`config.mk`:
```
export PLATFORM = sky130hd
export DESIGN_NAME = alu8_flagged
export DESIGN_NICKNAME = d
export VERILOG_FILES = /design/src/rtl/alu8_pkg.sv /design/src/rtl/alu8_opsel.sv /design/src/rtl/alu8_core.sv /design/src/rtl/alu8_flags.sv /design/src/rtl/alu8_flagged.sv
export SDC_FILE = /design/constraint.sdc
export NUM_CORES = 1
export LEC_CHECK = 0
export BUFFER_PORTS_ARGS = -buffer_cell sky130_fd_sc_hd__buf_2
export CAP_MARGIN = 20
export CORE_ASPECT_RATIO = 1.1
export CORE_MARGIN = 2
export CORE_UTILIZATION = 50
export CTS_BUF_LIST = sky130_fd_sc_hd__clkbuf_4 sky130_fd_sc_hd__clkbuf_8
export DETAILED_ROUTE_END_ITERATION = 8
export PLACE_DENSITY = 0.76
export SYNTH_ARGS = -nofsm -noshare
export SYNTH_HDL_FRONTEND = slang
export SYNTH_SLANG_ARGS = --single-unit
```
`constraint.sdc`:
```
create_clock -name clk -period 8.49 [get_ports clk]
set_input_delay 2.1225 -clock clk [delete_from_list [all_inputs] [get_ports clk]]
set_output_delay 2.1225 -clock clk [all_outputs]
set_load 0.005 [all_outputs]
```
`src/rtl/alu8_pkg.sv`:
```
package alu8_pkg;

   typedef enum logic [3:0] {
      OP_ADD   = 4'h0,
      OP_AND   = 4'h1,
      OP_OR    = 4'h2,
      OP_XOR   = 4'h3,
      OP_NOT   = 4'h4,
      OP_SHL   = 4'h5,
      OP_SHR   = 4'h6,
      OP_ASR   = 4'h7,
      OP_PASSA = 4'h8,
      OP_PASSB = 4'h9,
      OP_ROR   = 4'hA,
      OP_RRC   = 4'hB
   } op_e;

   localparam logic [3:0] OP_LAST_VALID = 4'hB;

   // carry-input sources
   localparam logic [2:0] CIN_ZERO  = 3'b000;
   localparam logic [2:0] CIN_ONE   = 3'b001;
   localparam logic [2:0] CIN_NOTC  = 3'b010;
   localparam logic [2:0] CIN_SAVED = 3'b011;
   localparam logic [2:0] CIN_CFLAG = 3'b100;

   // flag-update commands
   localparam logic [2:0] FL_NONE  = 3'b000;
   localparam logic [2:0] FL_ZN    = 3'b001;
   localparam logic [2:0] FL_ZCN   = 3'b010;
   localparam logic [2:0] FL_ZCNV  = 3'b011;
   localparam logic [2:0] FL_IECLR = 3'b100;
   localparam logic [2:0] FL_WZCN  = 3'b110;

   // operand sources
   localparam logic [1:0] ASEL_REG  = 2'b00;
   localparam logic [1:0] ASEL_IMM  = 2'b01;
   localparam logic [1:0] BSEL_REG  = 2'b00;
   localparam logic [1:0] BSEL_ZERO = 2'b01;
   localparam logic [1:0] BSEL_SIGN = 2'b10;

endpackage

```
`src/rtl/alu8_opsel.sv`:
```
module alu8_opsel
   import alu8_pkg::*;
#(
   parameter int W = 8
) (
   input  logic         clk,
   input  logic         rst_n,
   input  logic [1:0]   a_sel,
   input  logic [1:0]   b_sel,
   input  logic         inv_b,
   input  logic [W-1:0] reg_a,
   input  logic [W-1:0] imm_byte,
   input  logic [W-1:0] reg_b,
   output logic [W-1:0] a_op,
   output logic [W-1:0] b_raw,
   output logic [W-1:0] b_add
);

   localparam int MSB = W - 1;

   logic prev_a_msb;

   always_comb begin
      case (a_sel)
         ASEL_REG: a_op = reg_a;
         ASEL_IMM: a_op = imm_byte;
         default:  a_op = '0;
      endcase
   end

   always_comb begin
      case (b_sel)
         BSEL_REG:  b_raw = reg_b;
         BSEL_ZERO: b_raw = '0;
         BSEL_SIGN: b_raw = {W{prev_a_msb}};
         default:   b_raw = '0;
      endcase
   end

   assign b_add = inv_b ? ~b_raw : b_raw;

   // sign of the A operand seen in the previous cycle, for sign extension
   always_ff @(posedge clk) begin
      if (!rst_n) prev_a_msb <= 1'b0;
      else        prev_a_msb <= a_op[MSB];
   end

endmodule

```
`src/rtl/alu8_core.sv`:
```
module alu8_core
   import alu8_pkg::*;
#(
   parameter int W      = 8,
   parameter bit RIPPLE = 1'b1
) (
   input  logic [W-1:0] a_op,
   input  logic [W-1:0] b_raw,
   input  logic [W-1:0] b_add,
   input  logic [3:0]   op,
   input  logic [2:0]   cin_sel,
   input  logic         c_flag,
   input  logic         saved_c,
   output logic [W-1:0] result,
   output logic         cout,
   output logic         c_touch,
   output logic         ovf,
   output logic         op_valid,
   output logic         add_op
);

   localparam int MSB = W - 1;

   logic         cin;
   logic [W-1:0] sum;
   logic         sum_co;

   always_comb begin
      case (cin_sel)
         CIN_ZERO:  cin = 1'b0;
         CIN_ONE:   cin = 1'b1;
         CIN_NOTC:  cin = ~c_flag;
         CIN_SAVED: cin = saved_c;
         CIN_CFLAG: cin = c_flag;
         default:   cin = 1'b0;
      endcase
   end

   generate
      if (RIPPLE) begin : g_ripple
         logic [W:0] chain;
         assign chain[0] = cin;
         for (genvar i = 0; i < W; i++) begin : g_bit
            assign sum[i]     = a_op[i] ^ b_add[i] ^ chain[i];
            assign chain[i+1] = (a_op[i] & b_add[i]) | (chain[i] & (a_op[i] ^ b_add[i]));
         end
         assign sum_co = chain[W];
      end else begin : g_behav
         logic [W:0] wide;
         assign wide   = {1'b0, a_op} + {1'b0, b_add} + {{W{1'b0}}, cin};
         assign sum    = wide[W-1:0];
         assign sum_co = wide[W];
      end
   endgenerate

   assign op_valid = (op <= OP_LAST_VALID);
   assign add_op   = (op == OP_ADD);

   always_comb begin
      result  = '0;
      cout    = 1'b0;
      c_touch = 1'b0;
      ovf     = 1'b0;
      case (op)
         OP_ADD: begin
            result  = sum;
            cout    = sum_co;
            c_touch = 1'b1;
            ovf     = (a_op[MSB] == b_add[MSB]) && (sum[MSB] != a_op[MSB]);
         end
         OP_AND:   result = a_op & b_raw;
         OP_OR:    result = a_op | b_raw;
         OP_XOR:   result = a_op ^ b_raw;
         OP_NOT:   result = ~a_op;
         OP_SHL: begin
            result  = {a_op[MSB-1:0], 1'b0};
            cout    = a_op[MSB];
            c_touch = 1'b1;
         end
         OP_SHR: begin
            result  = {1'b0, a_op[MSB:1]};
            cout    = a_op[0];
            c_touch = 1'b1;
         end
         OP_ASR: begin
            result  = {a_op[MSB], a_op[MSB:1]};
            cout    = a_op[0];
            c_touch = 1'b1;
         end
         OP_PASSA: result = a_op;
         OP_PASSB: result = b_raw;
         OP_ROR: begin
            result  = {a_op[0], a_op[MSB:1]};
            cout    = a_op[0];
            c_touch = 1'b1;
         end
         OP_RRC: begin
            result  = {c_flag, a_op[MSB:1]};
            cout    = a_op[0];
            c_touch = 1'b1;
         end
         default: result = '0;
      endcase
   end

endmodule

```
`src/rtl/alu8_flags.sv`:
```
module alu8_flags
   import alu8_pkg::*;
#(
   parameter int W        = 8,
   parameter bit IE_RESET = 1'b1
) (
   input  logic         clk,
   input  logic         rst_n,
   input  logic [2:0]   flag_cmd,
   input  logic         op_valid,
   input  logic         add_op,
   input  logic [W-1:0] result,
   input  logic         cout,
   input  logic         c_touch,
   input  logic         ovf,
   output logic         z_q,
   output logic         c_q,
   output logic         n_q,
   output logic         v_q,
   output logic         ie_q,
   output logic         saved_c_q
);

   localparam int MSB = W - 1;

   logic byte_zero;
   logic c_next;

   assign byte_zero = (result == '0);
   assign c_next    = c_touch ? cout : c_q;

   always_ff @(posedge clk) begin
      if (!rst_n) begin
         z_q       <= 1'b0;
         c_q       <= 1'b0;
         n_q       <= 1'b0;
         v_q       <= 1'b0;
         ie_q      <= IE_RESET;
         saved_c_q <= 1'b0;
      end else if (op_valid) begin
         if (add_op) saved_c_q <= cout;
         case (flag_cmd)
            FL_ZN: begin
               z_q <= byte_zero;
               n_q <= result[MSB];
            end
            FL_ZCN: begin
               z_q <= byte_zero;
               c_q <= c_next;
               n_q <= result[MSB];
            end
            FL_ZCNV: begin
               z_q <= byte_zero;
               c_q <= c_next;
               n_q <= result[MSB];
               v_q <= ovf;
            end
            FL_WZCN: begin
               z_q <= byte_zero & z_q;
               c_q <= c_next;
               n_q <= result[MSB];
            end
            FL_IECLR: ie_q <= 1'b0;
            default: ;
         endcase
      end
   end

endmodule

```
`src/rtl/alu8_flagged.sv`:
```
module alu8_flagged
   import alu8_pkg::*;
#(
   parameter int W        = 8,
   parameter bit RIPPLE   = 1'b1,
   parameter bit IE_RESET = 1'b1
) (
   input  logic         clk,
   input  logic         rst_n,
   input  logic [3:0]   op_cmd,
   input  logic         inv_b,
   input  logic [2:0]   cin_sel,
   input  logic [1:0]   a_sel,
   input  logic [1:0]   b_sel,
   input  logic [2:0]   flag_cmd,
   input  logic [W-1:0] reg_a,
   input  logic [W-1:0] imm_byte,
   input  logic [W-1:0] reg_b,
   output logic [W-1:0] result,
   output logic         flag_z,
   output logic         flag_c,
   output logic         flag_n,
   output logic         flag_v,
   output logic         flag_ie
);

   generate
      if (W < 2) begin : g_bad_width
         $error("alu8_flagged: W must be at least 2");
      end
   endgenerate

   logic [W-1:0] a_op, b_raw, b_add;
   logic         cout, c_touch, ovf, op_valid, add_op, saved_c;

   alu8_opsel #(.W(W)) u_opsel (
      .clk      (clk),
      .rst_n    (rst_n),
      .a_sel    (a_sel),
      .b_sel    (b_sel),
      .inv_b    (inv_b),
      .reg_a    (reg_a),
      .imm_byte (imm_byte),
      .reg_b    (reg_b),
      .a_op     (a_op),
      .b_raw    (b_raw),
      .b_add    (b_add)
   );

   alu8_core #(.W(W), .RIPPLE(RIPPLE)) u_core (
      .a_op     (a_op),
      .b_raw    (b_raw),
      .b_add    (b_add),
      .op       (op_cmd),
      .cin_sel  (cin_sel),
      .c_flag   (flag_c),
      .saved_c  (saved_c),
      .result   (result),
      .cout     (cout),
      .c_touch  (c_touch),
      .ovf      (ovf),
      .op_valid (op_valid),
      .add_op   (add_op)
   );

   alu8_flags #(.W(W), .IE_RESET(IE_RESET)) u_flags (
      .clk       (clk),
      .rst_n     (rst_n),
      .flag_cmd  (flag_cmd),
      .op_valid  (op_valid),
      .add_op    (add_op),
      .result    (result),
      .cout      (cout),
      .c_touch   (c_touch),
      .ovf       (ovf),
      .z_q       (flag_z),
      .c_q       (flag_c),
      .n_q       (flag_n),
      .v_q       (flag_v),
      .ie_q      (flag_ie),
      .saved_c_q (saved_c)
   );

endmodule

```
==> results.md <==
Run status:
- The flow ran to the end, and the final reports show no timing, DRC or antenna violations.

Die:
- Measured along the x axis, the die boundary spans 65.4 um.
- Once the floorplan was initialized, standard cells occupied 52.4% of the core.
- Pin placement for this block handled 54 I/O pins.
- The die outline area is 0.00468 sq mm.
- The core region is 0.00396 sq mm.
- The standard-cell row count is 24.
- Measured along the y axis, the die boundary spans 71.6 um.

Setup path:
- The setup slack on the worst flop-to-flop path is 3.87 ns.
- Data arrives at the worst endpoint at 6.24 ns.
- The most critical setup path has its startpoint at b_sel[1].
- Data on the critical path is required at its endpoint by 6.37 ns.
- The launch instance of the worst register-to-register path is u_opsel.prev_a_msb.
- The biggest fanout along the worst timing path is 5.
- The startpoint-to-endpoint class of the critical path is in2out.
- The capture point of the worst path is result[7].
- STA classifies the critical path startpoint as a primary input.
- STA classifies the critical path endpoint as an output port.
- The path depth of the worst reg2reg path is 18.
- The end of the worst register-to-register path is u_flags.z_q.

Route:
- The routed wirelength normalized by instance count is 16.8 um.
- For this run, design rule violations remaining after detail routing come to 0.
- The first-pass detailed-route iteration total is 8.
- After the first detailed-routing iteration, the DRC count stood at 290.
- Detailed routing inserted a total of 2294 vias.
- The routed via count divided by cell count is 6.04.
- The count of antenna-violating nets left after detailed routing is 0.
- The overall routed net length is 6.39 mm.

Placed design:
- Once placement finished, the instance area stood at 0.00238 sq mm.
- The final estimated routing congestion in global placement is 0.986.
- The HPWL after detailed placement is 4.66 mm.
- In this run the tool buffered the top-level ports with 53 buffer cells.
- The cell count after placement is 362.

Logic synthesis:
- The number of register bits inferred by synthesis is 7.
- For this run, asynchronously set or reset flops after synthesis account for 0%.
- After synthesis the cells add up to 0.00208 sq mm.
- Yosys attributes the largest share of cell area to ha_1 10%, fa_1 7.7%, mux2i_1 7.7%, dfxtp_1 6.8%, inv_1 4.9%.
- The most common flop cell mapped by yosys is dfxtp_1.
- After synthesis, the netlist uses 62 different library cells.
- The dominant cell type by area after synthesis is ha_1.
- The net count of the mapped netlist is 328.
- The per-instance average area after synthesis is 7.92 sq um.
- The synthesized design contains 0 enable-type register cells.
- Of the synthesized area, sequential elements account for 6.75%.
- The number of instances in the synthesized netlist is 262.
- The warning count from the yosys run is 0.
- The top cell type by area accounts for 10.2% of the synthesized area.

Job:
- Across the run, the number of max-cap violations was 0.

Clock tree:
- The latest clock arrival within the worst-skew pair is 0.23 ns.
- The number of levels in the clock H-tree is 1.
- TritonCTS built the clock tree.
- The number of sinks driven by the clock tree is 7.
- The root buffer cell chosen for the clock tree is clkbuf_8.
- Buffers inserted during clock tree synthesis total 3.
- The post-CTS clock slew at the launch and capture registers of the worst setup and hold paths is 0.04 ns.
- The longest clock path from root to sink contains 2 buffers.

Power:
- The leakage component of the power is 0.00120 uW.
- In this run the power density over the cells is 84.5 mW/mm^2.
- IR analysis of the VDD net gives a maximum drop of 0.0651 mV.
- The final total power is 225 uW.

Finish:
- The end-of-flow core utilization is 67.1%.
- Registers take 140 sq um.
- The final layout contains 395 nets.
- The leading cell type in the layout, fill and taps excluded is buf_2.
- The count of antenna diodes in the layout is 0.
- Compared with the post-synthesis result, the final layout area differs by 28.1%.
- Counting the fill cells in the layout gives 352.
- The finished layout holds 380 standard cells, fillers aside.
- The post-route netlist has 39.0% of its cells at a drive strength greater than 1.
- In the layout the commonest cells are 50 x buf_2, 28 x buf_4, 24 x inv_1.
- Once layout is done, the placed cells without fillers occupy 0.00266 sq mm.
- The area of the multi-input gates is 0.00181 sq mm.

Global route:
- The wire length of the first global-routing pass is 10.2 mm.
- The largest net degree at the start of global routing is 32.
- After global routing the overflow that remains totals 0.
- The global router's overall resource usage is 27.4%.
- The via count of the first global-routing pass is 2224.
- The number of antenna violations at the first check in global routing is 0.

Timing:
- The tightest slew margin relative to the limit is 63.5%.
- On the final layout, the worst hold slack is 0.459 ns.
- Dividing the final minimum period by the clock period gives 98.5%.
- The minimum period implied by the final worst setup slack is 8.36 ns.
- The hold violation total from the final report is 0.
- The number of pins with negative max-slew slack in the final report is 0.
- Based on the critical path, the design can be clocked at up to 0.120 GHz.
- The actual transition at the worst max-transition pin is 0.548 ns.
- The maximum clock skew at final layout is 0.00228 ns.
- Setup repair after global routing could not meet its margin everywhere.
- The count of endpoints failing setup in the final report is 0.

Worst hold path:
- The path class of the lowest-slack min-delay path is reg2reg.
[state kept, by name, summed over array words and instances, names as in the netlist]
register and cells:
u_flags.saved_c_q 1, u_flags.c_q 1, u_opsel.prev_a_msb 1, u_flags.n_q 1
u_flags.v_q 1, u_flags.z_q 1, u_flags.ie_q 1
[report_power, final]
group	internal, uW	total [uW]	leakage, uW	switching, uW
combinational	67.6	143	0.00112	74.9
clock	31.8	46.5	0.0000255	14.7
sequential	34.6	35.8	0.0000571	1.19
total	134	225	0.00120	90.8
[kinds of logic (layout without fill, tap and decap cells)]
logic type      count (synthesis)  after routing  share of synthesized area, %
xor+xnor                       10             10                          4.22
buf+inv                        46            112                          11.6
mux                            22             22                          12.2
flops                           7              7                          6.75
fa+ha+maj                      25             25                          18.0
simple gates                   94             94                          26.8
compound gates                 58             58                          20.4
[area by class of cell]
type | count | share of cell area (%)
clock buffers | 3 | 1.55
clock inverters | 1 | 0.188
inverters | 27 | 3.81
multi-input cells | 209 | 68.0
flip-flops and latches | 7 | 5.27
well taps | 52 | 2.45
repair buffers | 81 | 18.7
[worst max-delay path, stage by stage]
cell and delay (ns):
buf_8 0.10, nand2b_4 0.14, a21oi_4 0.19, xor2_2 0.10, fa_2 0.37, fa_2 0.36
fa_2 0.35, fa_2 0.34, inv_2 0.07, fa_2 0.21, fa_2 0.22, fa_2 0.22
inv_2 0.05, fa_1 0.50, a2bb2o_4 0.23, a221oi_2 0.22, and4b_2 0.29, inv_1 0.04
buf_2 0.11
[synth_stat cells, types with 2 or more instances]
| cell type | n |
|---|---|
| buf_1 | 2 |
| clkbuf_1 | 5 |
| o211ai_1 | 5 |
| a32oi_1 | 3 |
| a211oi_1 | 2 |
| nand2b_1 | 14 |
| nor2_1 | 16 |
| o221ai_1 | 2 |
| inv_1 | 27 |
| fa_1 | 8 |
| dfxtp_1 | 7 |
| nor3_1 | 9 |
| nand2_1 | 12 |
| buf_2 | 5 |
| nand3_1 | 5 |
| nor4_1 | 6 |
| mux2_2 | 3 |
| or2_2 | 5 |
| nand4_1 | 2 |
| xor2_1 | 6 |
| nor3b_1 | 5 |
| a31oi_1 | 3 |
| ha_1 | 17 |
| a2111oi_0 | 2 |
| mux2i_1 | 16 |
| o2111ai_1 | 2 |
| o21ai_0 | 9 |
| nor2b_1 | 7 |
| clkbuf_8 | 5 |
| o32ai_1 | 2 |
| xnor2_1 | 4 |
| nand3b_1 | 2 |
| a22oi_1 | 2 |
| a221oi_1 | 3 |
| o311ai_0 | 3 |
| a21oi_1 | 10 |
[worst min-delay path by stage]
stage | start | endpoint | slack (ns) | cells past startpoint
after floorplan | u_flags.ie_q | u_flags.ie_q | 0.44 | 2
after CTS | u_flags.ie_q | u_flags.ie_q | 0.46 | 2
after global placement | u_flags.ie_q | u_flags.ie_q | 0.43 | 2
after global routing | u_flags.ie_q | u_flags.ie_q | 0.48 | 2
after detailed placement | u_flags.ie_q | u_flags.ie_q | 0.43 | 2
final | u_flags.ie_q | u_flags.ie_q | 0.46 | 2
[metrics by stage]
step	setup WS, ns	setup TNS [ns]
3_5_place_dp	-0.213	-0.213
5_1_grt	-0.0371	-0.0371
6_report	0.131	0
4_1_cts	0.00637	0
3_3_place_gp	-0.137	-0.137
2_1_floorplan	0.0367	0
[routing by layer]
layer	vias to the layer above	global-route usage [%]	part of all wire, %
li1	1081	-	-
met1	1055	35.1	40
met2	144	46.8	48
met3	14	4.40	9.7
met4	0	9.26	2.3
met5	-	0	0
[repair_timing]
item | 4_1_cts | 5_1_grt
pin swaps | 6 | 15
hold buffers | 0 | 0
setup endpoints to repair | 1 | 1
gates resized for setup | 9 | 23
buffers inserted | 11 | 3
Note: power is estimated with default switching activity, not from simulation.
